--- src/rtl/qdac_pkg.sv ---
package qdac_pkg;

    localparam int CH_N = 4;
    localparam int CH_IDX_W = $clog2(CH_N);

    typedef enum logic [1:0] {
        CH_A = 2'd0,
        CH_B = 2'd1,
        CH_C = 2'd2,
        CH_D = 2'd3
    } chan_e;

    typedef struct packed {
        logic [CH_N-1:0] wr_mask;
        logic            rd_en;
        chan_e           rd_ch;
    } ctl_t;

    // Decode of the select/read-write controls into channel actions.
    function automatic ctl_t decode_ctl(
        input logic s1_n,
        input logic s2_n,
        input logic pair,
        input logic rd
    );
        ctl_t c;
        c.wr_mask = '0;
        c.rd_en   = 1'b0;
        c.rd_ch   = CH_A;
        unique case ({s1_n, s2_n})
            2'b01: begin
                c.rd_ch = pair ? CH_A : CH_B;
                if (rd) c.rd_en = 1'b1;
                else    c.wr_mask[c.rd_ch] = 1'b1;
            end
            2'b10: begin
                c.rd_ch = pair ? CH_C : CH_D;
                if (rd) c.rd_en = 1'b1;
                else    c.wr_mask[c.rd_ch] = 1'b1;
            end
            2'b00: begin
                if (!rd) begin
                    if (pair) begin
                        c.wr_mask[CH_A] = 1'b1;
                        c.wr_mask[CH_C] = 1'b1;
                    end else begin
                        c.wr_mask[CH_B] = 1'b1;
                        c.wr_mask[CH_D] = 1'b1;
                    end
                end
            end
            default: ;
        endcase
        return c;
    endfunction

endpackage

--- src/rtl/qdac_decode.sv ---
module qdac_decode
    import qdac_pkg::*;
(
    input  logic rst,
    input  logic sel1_n,
    input  logic sel2_n,
    input  logic pair_sel,
    input  logic rd_wr,
    output ctl_t ctl
);

    ctl_t raw;

    always_comb begin
        raw = decode_ctl(sel1_n, sel2_n, pair_sel, rd_wr);
        ctl = raw;
        if (rst) begin
            ctl.wr_mask = '0;
            ctl.rd_en   = 1'b0;
        end
    end

endmodule

--- src/rtl/qdac_latch_bank.sv ---
module qdac_latch_bank
    import qdac_pkg::*;
#(
    parameter int DATA_W = 8
) (
    input  logic                         clk,
    input  logic                         rst,
    input  logic [CH_N-1:0]              wr_mask,
    input  logic [DATA_W-1:0]            wr_data,
    output logic [CH_N-1:0][DATA_W-1:0]  latch_q
);

    for (genvar g = 0; g < CH_N; g++) begin : g_ch
        always_ff @(posedge clk) begin
            if (rst)             latch_q[g] <= '0;
            else if (wr_mask[g]) latch_q[g] <= wr_data;
        end

        AST_WRITE_LOADS: assert property (@(posedge clk) disable iff (rst)
            wr_mask[g] |=> latch_q[g] == $past(wr_data)) else $error("write load");
        AST_NO_WRITE_HOLDS: assert property (@(posedge clk) disable iff (rst)
            !wr_mask[g] |=> $stable(latch_q[g])) else $error("hold");
    end

    AST_RESET_CLEARS: assert property (@(posedge clk)
        rst |=> latch_q == '0) else $error("reset");

endmodule

--- src/rtl/qdac_readmux.sv ---
module qdac_readmux
    import qdac_pkg::*;
#(
    parameter int DATA_W = 8
) (
    input  logic [CH_N-1:0][DATA_W-1:0] latch_q,
    input  ctl_t                        ctl,
    output logic [DATA_W-1:0]           rd_data,
    output logic                        rd_oe
);

    always_comb begin
        rd_oe   = ctl.rd_en;
        rd_data = ctl.rd_en ? latch_q[ctl.rd_ch] : '0;
    end

endmodule

--- src/rtl/qdac_front.sv ---
module qdac_front
    import qdac_pkg::*;
#(
    parameter int DATA_W = 8
) (
    input  logic                        clk,
    input  logic                        rst,
    input  logic                        sel1_n,
    input  logic                        sel2_n,
    input  logic                        pair_sel,
    input  logic                        rd_wr,
    input  logic [DATA_W-1:0]           bus_in,
    output logic [DATA_W-1:0]           bus_out,
    output logic                        bus_oe,
    output logic [CH_N-1:0][DATA_W-1:0] chan_code
);

    ctl_t ctl;

    qdac_decode u_decode (
        .rst      (rst),
        .sel1_n   (sel1_n),
        .sel2_n   (sel2_n),
        .pair_sel (pair_sel),
        .rd_wr    (rd_wr),
        .ctl      (ctl)
    );

    qdac_latch_bank #(.DATA_W(DATA_W)) u_bank (
        .clk     (clk),
        .rst     (rst),
        .wr_mask (ctl.wr_mask),
        .wr_data (bus_in),
        .latch_q (chan_code)
    );

    qdac_readmux #(.DATA_W(DATA_W)) u_rmux (
        .latch_q (chan_code),
        .ctl     (ctl),
        .rd_data (bus_out),
        .rd_oe   (bus_oe)
    );

    AST_BOTH_HIGH_HOLD: assert property (@(posedge clk) disable iff (rst)
        (sel1_n && sel2_n) |=> $stable(chan_code)) else $error("both high");
    AST_DUAL_READ_QUIET: assert property (@(posedge clk) disable iff (rst)
        (!sel1_n && !sel2_n && rd_wr) |-> !bus_oe) else $error("dual read");
    AST_DUAL_READ_HOLD: assert property (@(posedge clk) disable iff (rst)
        (!sel1_n && !sel2_n && rd_wr) |=> $stable(chan_code)) else $error("dual read hold");
    AST_OE_ONLY_READ: assert property (@(posedge clk) disable iff (rst)
        bus_oe |-> (sel1_n != sel2_n) && rd_wr) else $error("oe");
    AST_RESET_NO_OE: assert property (@(posedge clk)
        rst |-> !bus_oe) else $error("oe in reset");

endmodule

--- config.mk ---
export PLATFORM = sky130hd
export DESIGN_NAME = qdac_front
export DESIGN_NICKNAME = d
export VERILOG_FILES = /design/src/rtl/qdac_pkg.sv /design/src/rtl/qdac_decode.sv /design/src/rtl/qdac_latch_bank.sv /design/src/rtl/qdac_readmux.sv /design/src/rtl/qdac_front.sv
export SDC_FILE = /design/constraint.sdc
export NUM_CORES = 1
export LEC_CHECK = 0
export CORE_MARGIN = 3
export CORE_UTILIZATION = 40
export DETAILED_ROUTE_END_ITERATION = 6
export DONT_BUFFER_PORTS = 1
export GPL_TIMING_DRIVEN = 1
export PLACE_DENSITY = 0.64
export REMOVE_ABC_BUFFERS = 1
export SLEW_MARGIN = 10
export SYNTH_ARGS = -nofsm -noshare
export SYNTH_HDL_FRONTEND = slang
export SYNTH_SLANG_ARGS = --single-unit
--- constraint.sdc ---
create_clock -name clk -period 3.35 [get_ports clk]
set_input_delay 0.5025 -clock clk [delete_from_list [all_inputs] [get_ports clk]]
set_output_delay 0.5025 -clock clk [all_outputs]
set_load 0.02 [all_outputs]
==> results of run 1 <==
[cells by family (layout without fill, tap and decap cells)]
group                    after synthesis  in the layout  share of synthesized area
AO/OA/AOI/OAI                         81             81                      0.259
buffers and inverters                 30             24                      0.100
flip-flops                            32             32                      0.354
AND/OR/NAND/NOR                       66             66                      0.252
adder cells (fa/ha/maj)                5              5                     0.0346
[worst max-delay path, stage by stage]
cell,delay (ns)
inv_1,0.04
ha_1,0.42
nor2b_1,0.59
a211oi_1,0.17
nor4_1,0.33
buf_4,0.21
[path summary, 6_finish.rpt]
check,end
setup / recovery,bus_out[6]
hold / removal,u_bank.latch_q[17]$_SDFFE_PP0P_
setup reg to reg,u_bank.latch_q[0]$_SDFFE_PP0P_
hold reg to reg,u_bank.latch_q[13]$_SDFFE_PP0P_
[cell type report]
| type | count | area share |
|---|---|---|
| multi-input combinational | 152 | 0.524 |
| sequential | 32 | 0.340 |
| tap | 50 | 0.0332 |
| clock buffer | 5 | 0.0365 |
| clock inverter | 3 | 0.0126 |
| timing repair buffer | 11 | 0.0438 |
| inverter | 5 | 0.00996 |
[where the power goes]
part | total, µW | internal (µW) | switching, µW
logic | 92.5 | 28.5 | 64.1
clock network | 306 | 147 | 159
registers | 402 | 387 | 14.8
total | 800 | 562 | 238
[placed cells by master (no fill, tap or decap), drive strengths merged, types with 5 or more instances in the layout]
cell / count
nand3: 32
a21oi: 32
dfxtp: 32
o21ai: 32
a211oi: 16
buf: 11
nor4b: 9
nor4: 9
and3b: 8
ha: 5
clkbuf: 5
inv: 5
[through the flow]
step / cell area, µm² / hold WS (ns) / total power, µW / utilization / instances
finish: 1880 / 0.271 / 800 / 0.452 / 258
global route: 1880 / 0.250 / 835 / 0.452 / 258
CTS: 1880 / 0.256 / 807 / 0.452 / 258
detailed placement: 1790 / 0.575 / 502 / 0.429 / 250
global placement: 1790 / 0.568 / 500 / 0.429 / 250
floorplan: 1650 / 0.542 / 474 / - / 189
[routing by layer]
layer	vias to the layer above	wire, µm	GRT usage
met2	76	2400	0.309
li1	785	-	-
met5	-	0	0
met1	786	2210	0.281
met3	7	637	0.0848
met4	0	79	0.0840
==> flow_metrics.tcl, run 1 <==
set metrics [dict create \
    outcome "finished clean" \
    cts.path.max_buffers 2 \
    timing.reg2reg.worst_path_depth 2 \
    min_from "rst" \
    clock-sinks 32 \
    start_util 0.434 \
    synth_top_cell_area_share 0.354 \
    drt_iter0_markers 239 \
    syn_area_mm2 0.00181 \
    hp-class "in2reg" \
    drtPass1Iterations 4 \
    rsz0062_at_grt "false" \
    grt_pass1_wl_um 8740 \
    p_leak_uw 0.000618 \
    n_antenna_cell 0 \
    cts_tree "built" \
    drv_cap 0 \
    synth_largest_area_cell "dfxtp_1" \
    via_per_inst 6.41 \
    worst_pin_slew_ns 1.02 \
    finalWirelength_um 5330 \
    hold_buffers 0 \
    dp_hpwl_um 3590 \
    place_ws_ns 0.609 \
    multi_input_area_um2 987 \
    setup_viol 0 \
    grt_usage 0.213 \
    finalClockSkew_ns 0 \
    ant_nets 0 \
    ioPinCount 55 \
    place.gp.congestion 0.753 \
    drive_above_1_share 0.139 \
    regMostFlops "u_bank.latch_q" \
    dieArea_mm2 0.00537 \
    synth-edff-count 0 \
    worstSetupStartpoint "sel2_n" \
    critical_path_required_ns 2.85 \
    wl_per_cell_um 20.7 \
    synth_seq_cells 32 \
    grt-ovfl-total 0 \
    seqCellArea_um2 641 \
    core_area_mm2 0.00417 \
    timing.rr.start "u_bank.latch_q[0]$_SDFFE_PP0P_" \
    yosysSeqAreaShare 0.354 \
    holdPathStages 1 \
    yosysUniqueCellTypes 30 \
    syn_inst 214 \
    cp_data_arrival_time_ns 2.26 \
    grt_pass1_vias 1563 \
    slew_headroom 0.312 \
    synth-main-ff-cell "dfxtp_1" \
    fin_crit_ns 2.77 \
    antenna_found_initial 0 \
    fin_ws_ns 0.583 \
    syn_to_final_growth_pct 4.15 \
    fin_crit_sh 0.826 \
    setup_tns_ns 0 \
    ys_warn_count 0 \
    start_kind "input port" \
    postCtsSetupBuffers 0 \
    ir_drop_v 0.000196 \
    final_max_slew_viol_count 0 \
    worstPathMaxFanout 11 \
    grt_max_degree 38 \
    numCtsBuffers 5 \
    synth_top_cells_by_count "32 x a21oi_1, 32 x dfxtp_1, 32 x nand3_1" \
    final_nets 226 \
    cts_resized 0 \
    port_buffers 0 \
    largestRegisters "u_bank.latch_q (32)" \
    fmax_ghz 0.361 \
    nFillCells 402 \
    drc 0 \
    htreeDepth 2 \
    clk_pin_slew_ns 0.08 \
    num_rows 23 \
    synth.area.top_cells "dfxtp_1 35%, a21oi_1 8.9%, nand3_1 8.9%" \
    hold_viol_final 0 \
    crit_path_end_kind "output pin" \
    reg2reg_setup_slack_ns 2.50 \
    root_buffer "clkbuf_8" \
    largest_register_ffs 32 \
    die_h_um 73.3 \
    critical_path_class "in2out" \
    clkLatencyLatePin_ns 0.29 \
    p_per_area_mw_per_mm2 425 \
    syn_area_per_cell_um2 8.45 \
    vias 1654 \
    async_flop_share 0 \
    die_x_um 73.3 \
]
Power figures use the tool's default switching activity.
==> run 2, diff against run 1 <==
==> constraint.sdc (replaced) <==
create_clock -name clk -period 2.86 [get_ports clk]
set_input_delay 0.429 -clock clk [delete_from_list [all_inputs] [get_ports clk]]
set_output_delay 0.429 -clock clk [all_outputs]
set_load 0.02 [all_outputs]
==> flow_metrics.tcl, run 2 (same netlist as run 1, synthesis figures left out) <==
set metrics [dict create \
    clock-sinks 32 \
    slew_headroom 0.524 \
    crit_path_cell_trace "inv_1 -> ha_1 -> nand2b_1 -> a211oi_1 -> nor4_1 -> buf_4" \
    ant_nets 0 \
    netSwitchingFraction 0.260 \
    vias 1641 \
    worst_pin_slew_ns 0.714 \
    critical_path_required_ns 2.43 \
    worstSetupStartpoint "sel1_n" \
    p_sw_uw 263 \
    hold_viol_final 0 \
    timing.rr.start "u_bank.latch_q[19]$_SDFFE_PP0P_" \
    cts.path.max_buffers 2 \
    die_x_um 73.3 \
    cts_tree "built" \
    fin_crit_ns 2.42 \
    start_kind "input port" \
    p_int_uw 749 \
    syn_to_final_growth_pct 7.05 \
    multi_input_area_um2 987 \
    drtPass1Iterations 4 \
    seqCellArea_um2 641 \
    largestRegisters "u_bank.latch_q (32)" \
    postCtsSetupBuffers 0 \
    grt_pass1_vias 1587 \
    final_nets 231 \
    crit_path_end_kind "output pin" \
    nFillCells 428 \
    wl_per_cell_um 20.1 \
    critical_path_class "in2out" \
    root_buffer "clkbuf_8" \
    power_frac_comb 0.113 \
    dieArea_mm2 0.00537 \
    worstPathMaxFanout 16 \
    final_max_slew_viol_count 0 \
    via_per_inst 6.24 \
    num_rows 23 \
    grt_usage 0.211 \
    clk_pin_slew_ns 0.07 \
    die_h_um 73.3 \
    hold_buffers 0 \
    fin_crit_sh 0.847 \
    outcome "finished clean" \
    seq_power_share 0.464 \
    grt-ovfl-total 0 \
    p_per_area_mw_per_mm2 523 \
    core_area_mm2 0.00417 \
    drc 0 \
    cp_slowest_cell "nand2b_1" \
    regMostFlops "u_bank.latch_q" \
    p_clk_frac 0.423 \
    min_from "rst" \
    ir_drop_v 0.000249 \
    rsz0062_at_grt "false" \
    largest_register_ffs 32 \
    final_cell_mix "32 x nand3_1, 32 x a21oi_1, 32 x dfxtp_1, 27 x o21ai_1" \
    setup_viol 0 \
    cp_data_arrival_time_ns 1.99 \
    antenna_found_initial 0 \
    n_antenna_cell 0 \
    htreeDepth 2 \
    post-route-cell-area_mm2 0.00194 \
    drive_above_1_share 0.155 \
    grt_pass1_wl_um 8580 \
    drv_cap 0 \
    dpl_cell_area_mm2 0.00183 \
    start_util 0.434 \
    cts_resized 0 \
    ioPinCount 55 \
    finalWirelength_um 5290 \
    grt_max_degree 38 \
    max_stage_delay_ns 0.49 \
    setup_tns_ns 0 \
    clkLatencyLatePin_ns 0.29 \
    port_buffers 0 \
    numCtsBuffers 5 \
    fmax_ghz 0.413 \
    p_total_uw 1010 \
    finalClockSkew_ns 0 \
    p_leak_uw 0.000658 \
    drt_iter0_markers 172 \
    hp-class "in2reg" \
    dp_hpwl_um 3650 \
    place.gp.congestion 0.804 \
]
run 2: cell types whose count changed in the layout (fill, tap and decap cells not counted), sizes merged:
cell      delta
clkinvlp     -2
clkbuf       +1
buf          +5
bufinv       +1
run 2: cell type report:
cell class	instances	area share
Multi-Input combinational cell	152	0.510
Sequential cell	32	0.331
Timing Repair Buffer	16	0.0620
Clock buffer	6	0.0375
Tap cell	50	0.0323
Clock inverter	2	0.0181
Inverter	5	0.00969
run 2: stage by stage:
stage	util	setup WS [ns]	std cells	hold slack [ns]
floorplan	-	0.332	189	0.498
global placement	0.438	0.412	255	0.503
detailed placement	0.438	0.435	255	0.504
CTS	0.464	0.434	263	0.199
global route	0.464	0.311	263	0.194
finish	0.464	0.437	263	0.199
run 2: power by group through the flow:
stage                     clock network [µW]  registers [µW]  logic [µW]
after floorplan                            0             478        77.8
after global placement                     0             481         113
after detailed placement                   0             481         115
after CTS                                432             470         115
after global routing                     453             471         126
final                                    429             470         114
run 2: path summary, 6_finish.rpt:
path	end	slack, ns	cells after the start
min	u_bank.latch_q[25]$_SDFFE_PP0P_	0.20	1
max	bus_out[0]	0.44	6
max reg2reg	u_bank.latch_q[19]$_SDFFE_PP0P_	2.03	2
min reg2reg	u_bank.latch_q[30]$_SDFFE_PP0P_	0.57	2
run 2: metal layers:
| layer | vias up | GRT usage | wire length, µm |
|---|---|---|---|
| li1 | 800 | - | - |
| met1 | 753 | 0.278 | 2190 |
| met2 | 81 | 0.305 | 2410 |
| met3 | 7 | 0.0725 | 577 |
| met4 | 0 | 0.102 | 116 |
| met5 | - | 0 | 0 |
run 2: critical path, delay by kind of cell:
| kind | cells | cell delay (ns) |
|---|---|---|
| compound gates | 1 | 0.18 |
| fa+ha+maj | 1 | 0.31 |
| buf+inv | 2 | 0.25 |
| simple gates | 2 | 0.84 |
==> run 3, diff against run 2 <==
--- a/config.mk
+++ b/config.mk
@@ -10,7 +10,7 @@
 export DETAILED_ROUTE_END_ITERATION = 6
 export DONT_BUFFER_PORTS = 1
 export GPL_TIMING_DRIVEN = 1
-export PLACE_DENSITY = 0.64
+export PLACE_DENSITY = 0.66
 export REMOVE_ABC_BUFFERS = 1
 export SLEW_MARGIN = 10
 export SYNTH_ARGS = -nofsm -noshare
==> constraint.sdc (replaced) <==
create_clock -name clk -period 2.1 [get_ports clk]
set_input_delay 0.315 -clock clk [delete_from_list [all_inputs] [get_ports clk]]
set_output_delay 0.315 -clock clk [all_outputs]
set_load 0.02 [all_outputs]
==> flow_metrics.tcl, run 3 (same netlist as run 1, synthesis figures left out) <==
set metrics [dict create \
    outcome "finished clean" \
    syn_to_final_growth_pct 10.0 \
    core_area_mm2 0.00417 \
    fin_crit_sh 0.931 \
    cts_tree "built" \
    hold_viol_final 0 \
    root_buffer "clkbuf_8" \
    seq_power_share 0.484 \
    stdcell_count 267 \
    grt-ovfl-total 0 \
    drc 0 \
    final_max_slew_viol_count 0 \
    cp_slowest_cell "nor4_1" \
    place_inst 260 \
    critical_path_class "in2out" \
    final_nets 236 \
    dieArea_mm2 0.00537 \
    hold_buffers 0 \
    drt_iter0_markers 184 \
    htreeDepth 2 \
    p_per_area_mw_per_mm2 664 \
    clk_pin_slew_ns 0.06 \
    dp_hpwl_um 3660 \
    fmax_ghz 0.512 \
    worstPathMaxFanout 7 \
    antenna_found_initial 0 \
    p_clk_frac 0.386 \
    grt_pass1_vias 1465 \
    regMostFlops "u_bank.latch_q" \
    port_buffers 0 \
    finalWirelength_um 5220 \
    critical_path_required_ns 1.78 \
    fin_crit_ns 1.95 \
    p_sw_uw 348 \
    final_cell_mix "32 x nand3_1, 32 x a21oi_1, 32 x dfxtp_1, 27 x o21ai_1, 20 x buf_4" \
    drtPass1Iterations 4 \
    rsz0062_at_grt "false" \
    numCtsBuffers 5 \
    ir_drop_v 0.000337 \
    start_kind "input port" \
    clock-sinks 32 \
    setup_tns_ns 0 \
    setup_viol 0 \
    die_x_um 73.3 \
    power_frac_comb 0.130 \
    die_h_um 73.3 \
    holdWs_ns 0.0998 \
    grt_max_degree 38 \
    p_int_uw 975 \
    ioPinCount 55 \
    place.gp.congestion 0.816 \
    place_ws_ns 0.0770 \
    finalClockSkew_ns 0 \
    vias 1676 \
    wl_per_cell_um 19.6 \
    crit_path_end_kind "output pin" \
    num_rows 23 \
    clkLatencyLatePin_ns 0.27 \
    drive_above_1_share 0.184 \
    final_core_util 0.477 \
    fin_ws_ns 0.146 \
    via_per_inst 6.28 \
    netSwitchingFraction 0.263 \
    largest_register_ffs 32 \
    n_antenna_cell 0 \
    postCtsSetupBuffers 0 \
    cp_data_arrival_time_ns 1.64 \
    largestRegisters "u_bank.latch_q (32)" \
    drv_cap 0 \
    grt_pass1_wl_um 8210 \
    worst_pin_slew_ns 0.551 \
    worst_path_most_repeated_cell "buf_4" \
    ant_nets 0 \
    slew_headroom 0.632 \
    hp-class "in2reg" \
    grt_usage 0.198 \
    cts.path.max_buffers 2 \
    start_util 0.434 \
    max_stage_delay_ns 0.36 \
    p_leak_uw 0.000683 \
    crit_path_cell_trace "inv_1 -> ha_4 -> nor2b_2 -> buf_4 -> a211oi_1 -> nor4_1 -> buf_4" \
]
==> run 3: cell count changes in the layout (fill, tap and decap cells not counted) <==
cell	previous run	this run
buf_4	16	20
clkbuf_1	1	0
bufinv_16	1	0
nor2b_2	0	1
clkbuf_8	5	7
ha_4	0	1
nor2b_1	1	0
clkinv_2	1	0
buf_12	0	1
ha_1	5	4
==> run 3: layout make-up <==
cell class              count  area (µm²)
fillers                   400        2180
repair buffers             21         170
inverters                   5        18.8
well taps                  50        62.6
multi-input cells         152        1000
clock buffers               7        96.3
flip-flops and latches     32         641
==> run 3: worst max-delay path, delay by kind of cell <==
kind | cells | cell delay (ns)
AND/OR/NAND/NOR | 2 | 0.52
adder cells (fa/ha/maj) | 1 | 0.31
buffers and inverters | 3 | 0.43
AO/OA/AOI/OAI | 1 | 0.07
==> run 3: path summary, 6_finish.rpt <==
check | end | from | slack, ns | cells after the start
worst min-delay path | u_bank.latch_q[25]$_SDFFE_PP0P_ | rst | 0.1 | 1
worst min register to register | u_bank.latch_q[14]$_SDFFE_PP0P_ | u_bank.latch_q[14]$_SDFFE_PP0P_ | 0.58 | 2
worst max register to register | u_bank.latch_q[23]$_SDFFE_PP0P_ | u_bank.latch_q[23]$_SDFFE_PP0P_ | 1.27 | 2
worst max-delay path | bus_out[5] | sel2_n | 0.15 | 7
==> run 3: metal layers <==
layer  vias up  part of all wire  global-route usage
li1        811                 -                   -
met1       790              0.44               0.273
met2        71              0.45               0.292
met3         4              0.11              0.0766
met4         0            0.0033              0.0410
met5         -                 0                   0
==> run 3: repair_timing <==
item                       in CTS  in global routing
setup endpoints to repair       0                  3
gates resized for setup         0                  3
hold endpoints to repair        0                  0
==> run 3: power groups by stage <==
stage | Sequential, µW | Combinational (µW) | Clock, µW
3_5_place_dp | 654 | 165 | 0
3_3_place_gp | 654 | 163 | 0
6_report | 640 | 172 | 511
4_1_cts | 640 | 165 | 525
2_1_floorplan | 650 | 106 | 0
5_1_grt | 641 | 186 | 559
==> run 3: through the flow <==
step	area, µm²	power [µW]
after CTS	1980	1330
after floorplan	1650	756
after global routing	1990	1390
after global placement	1880	818
after detailed placement	1880	819
final	1990	1320
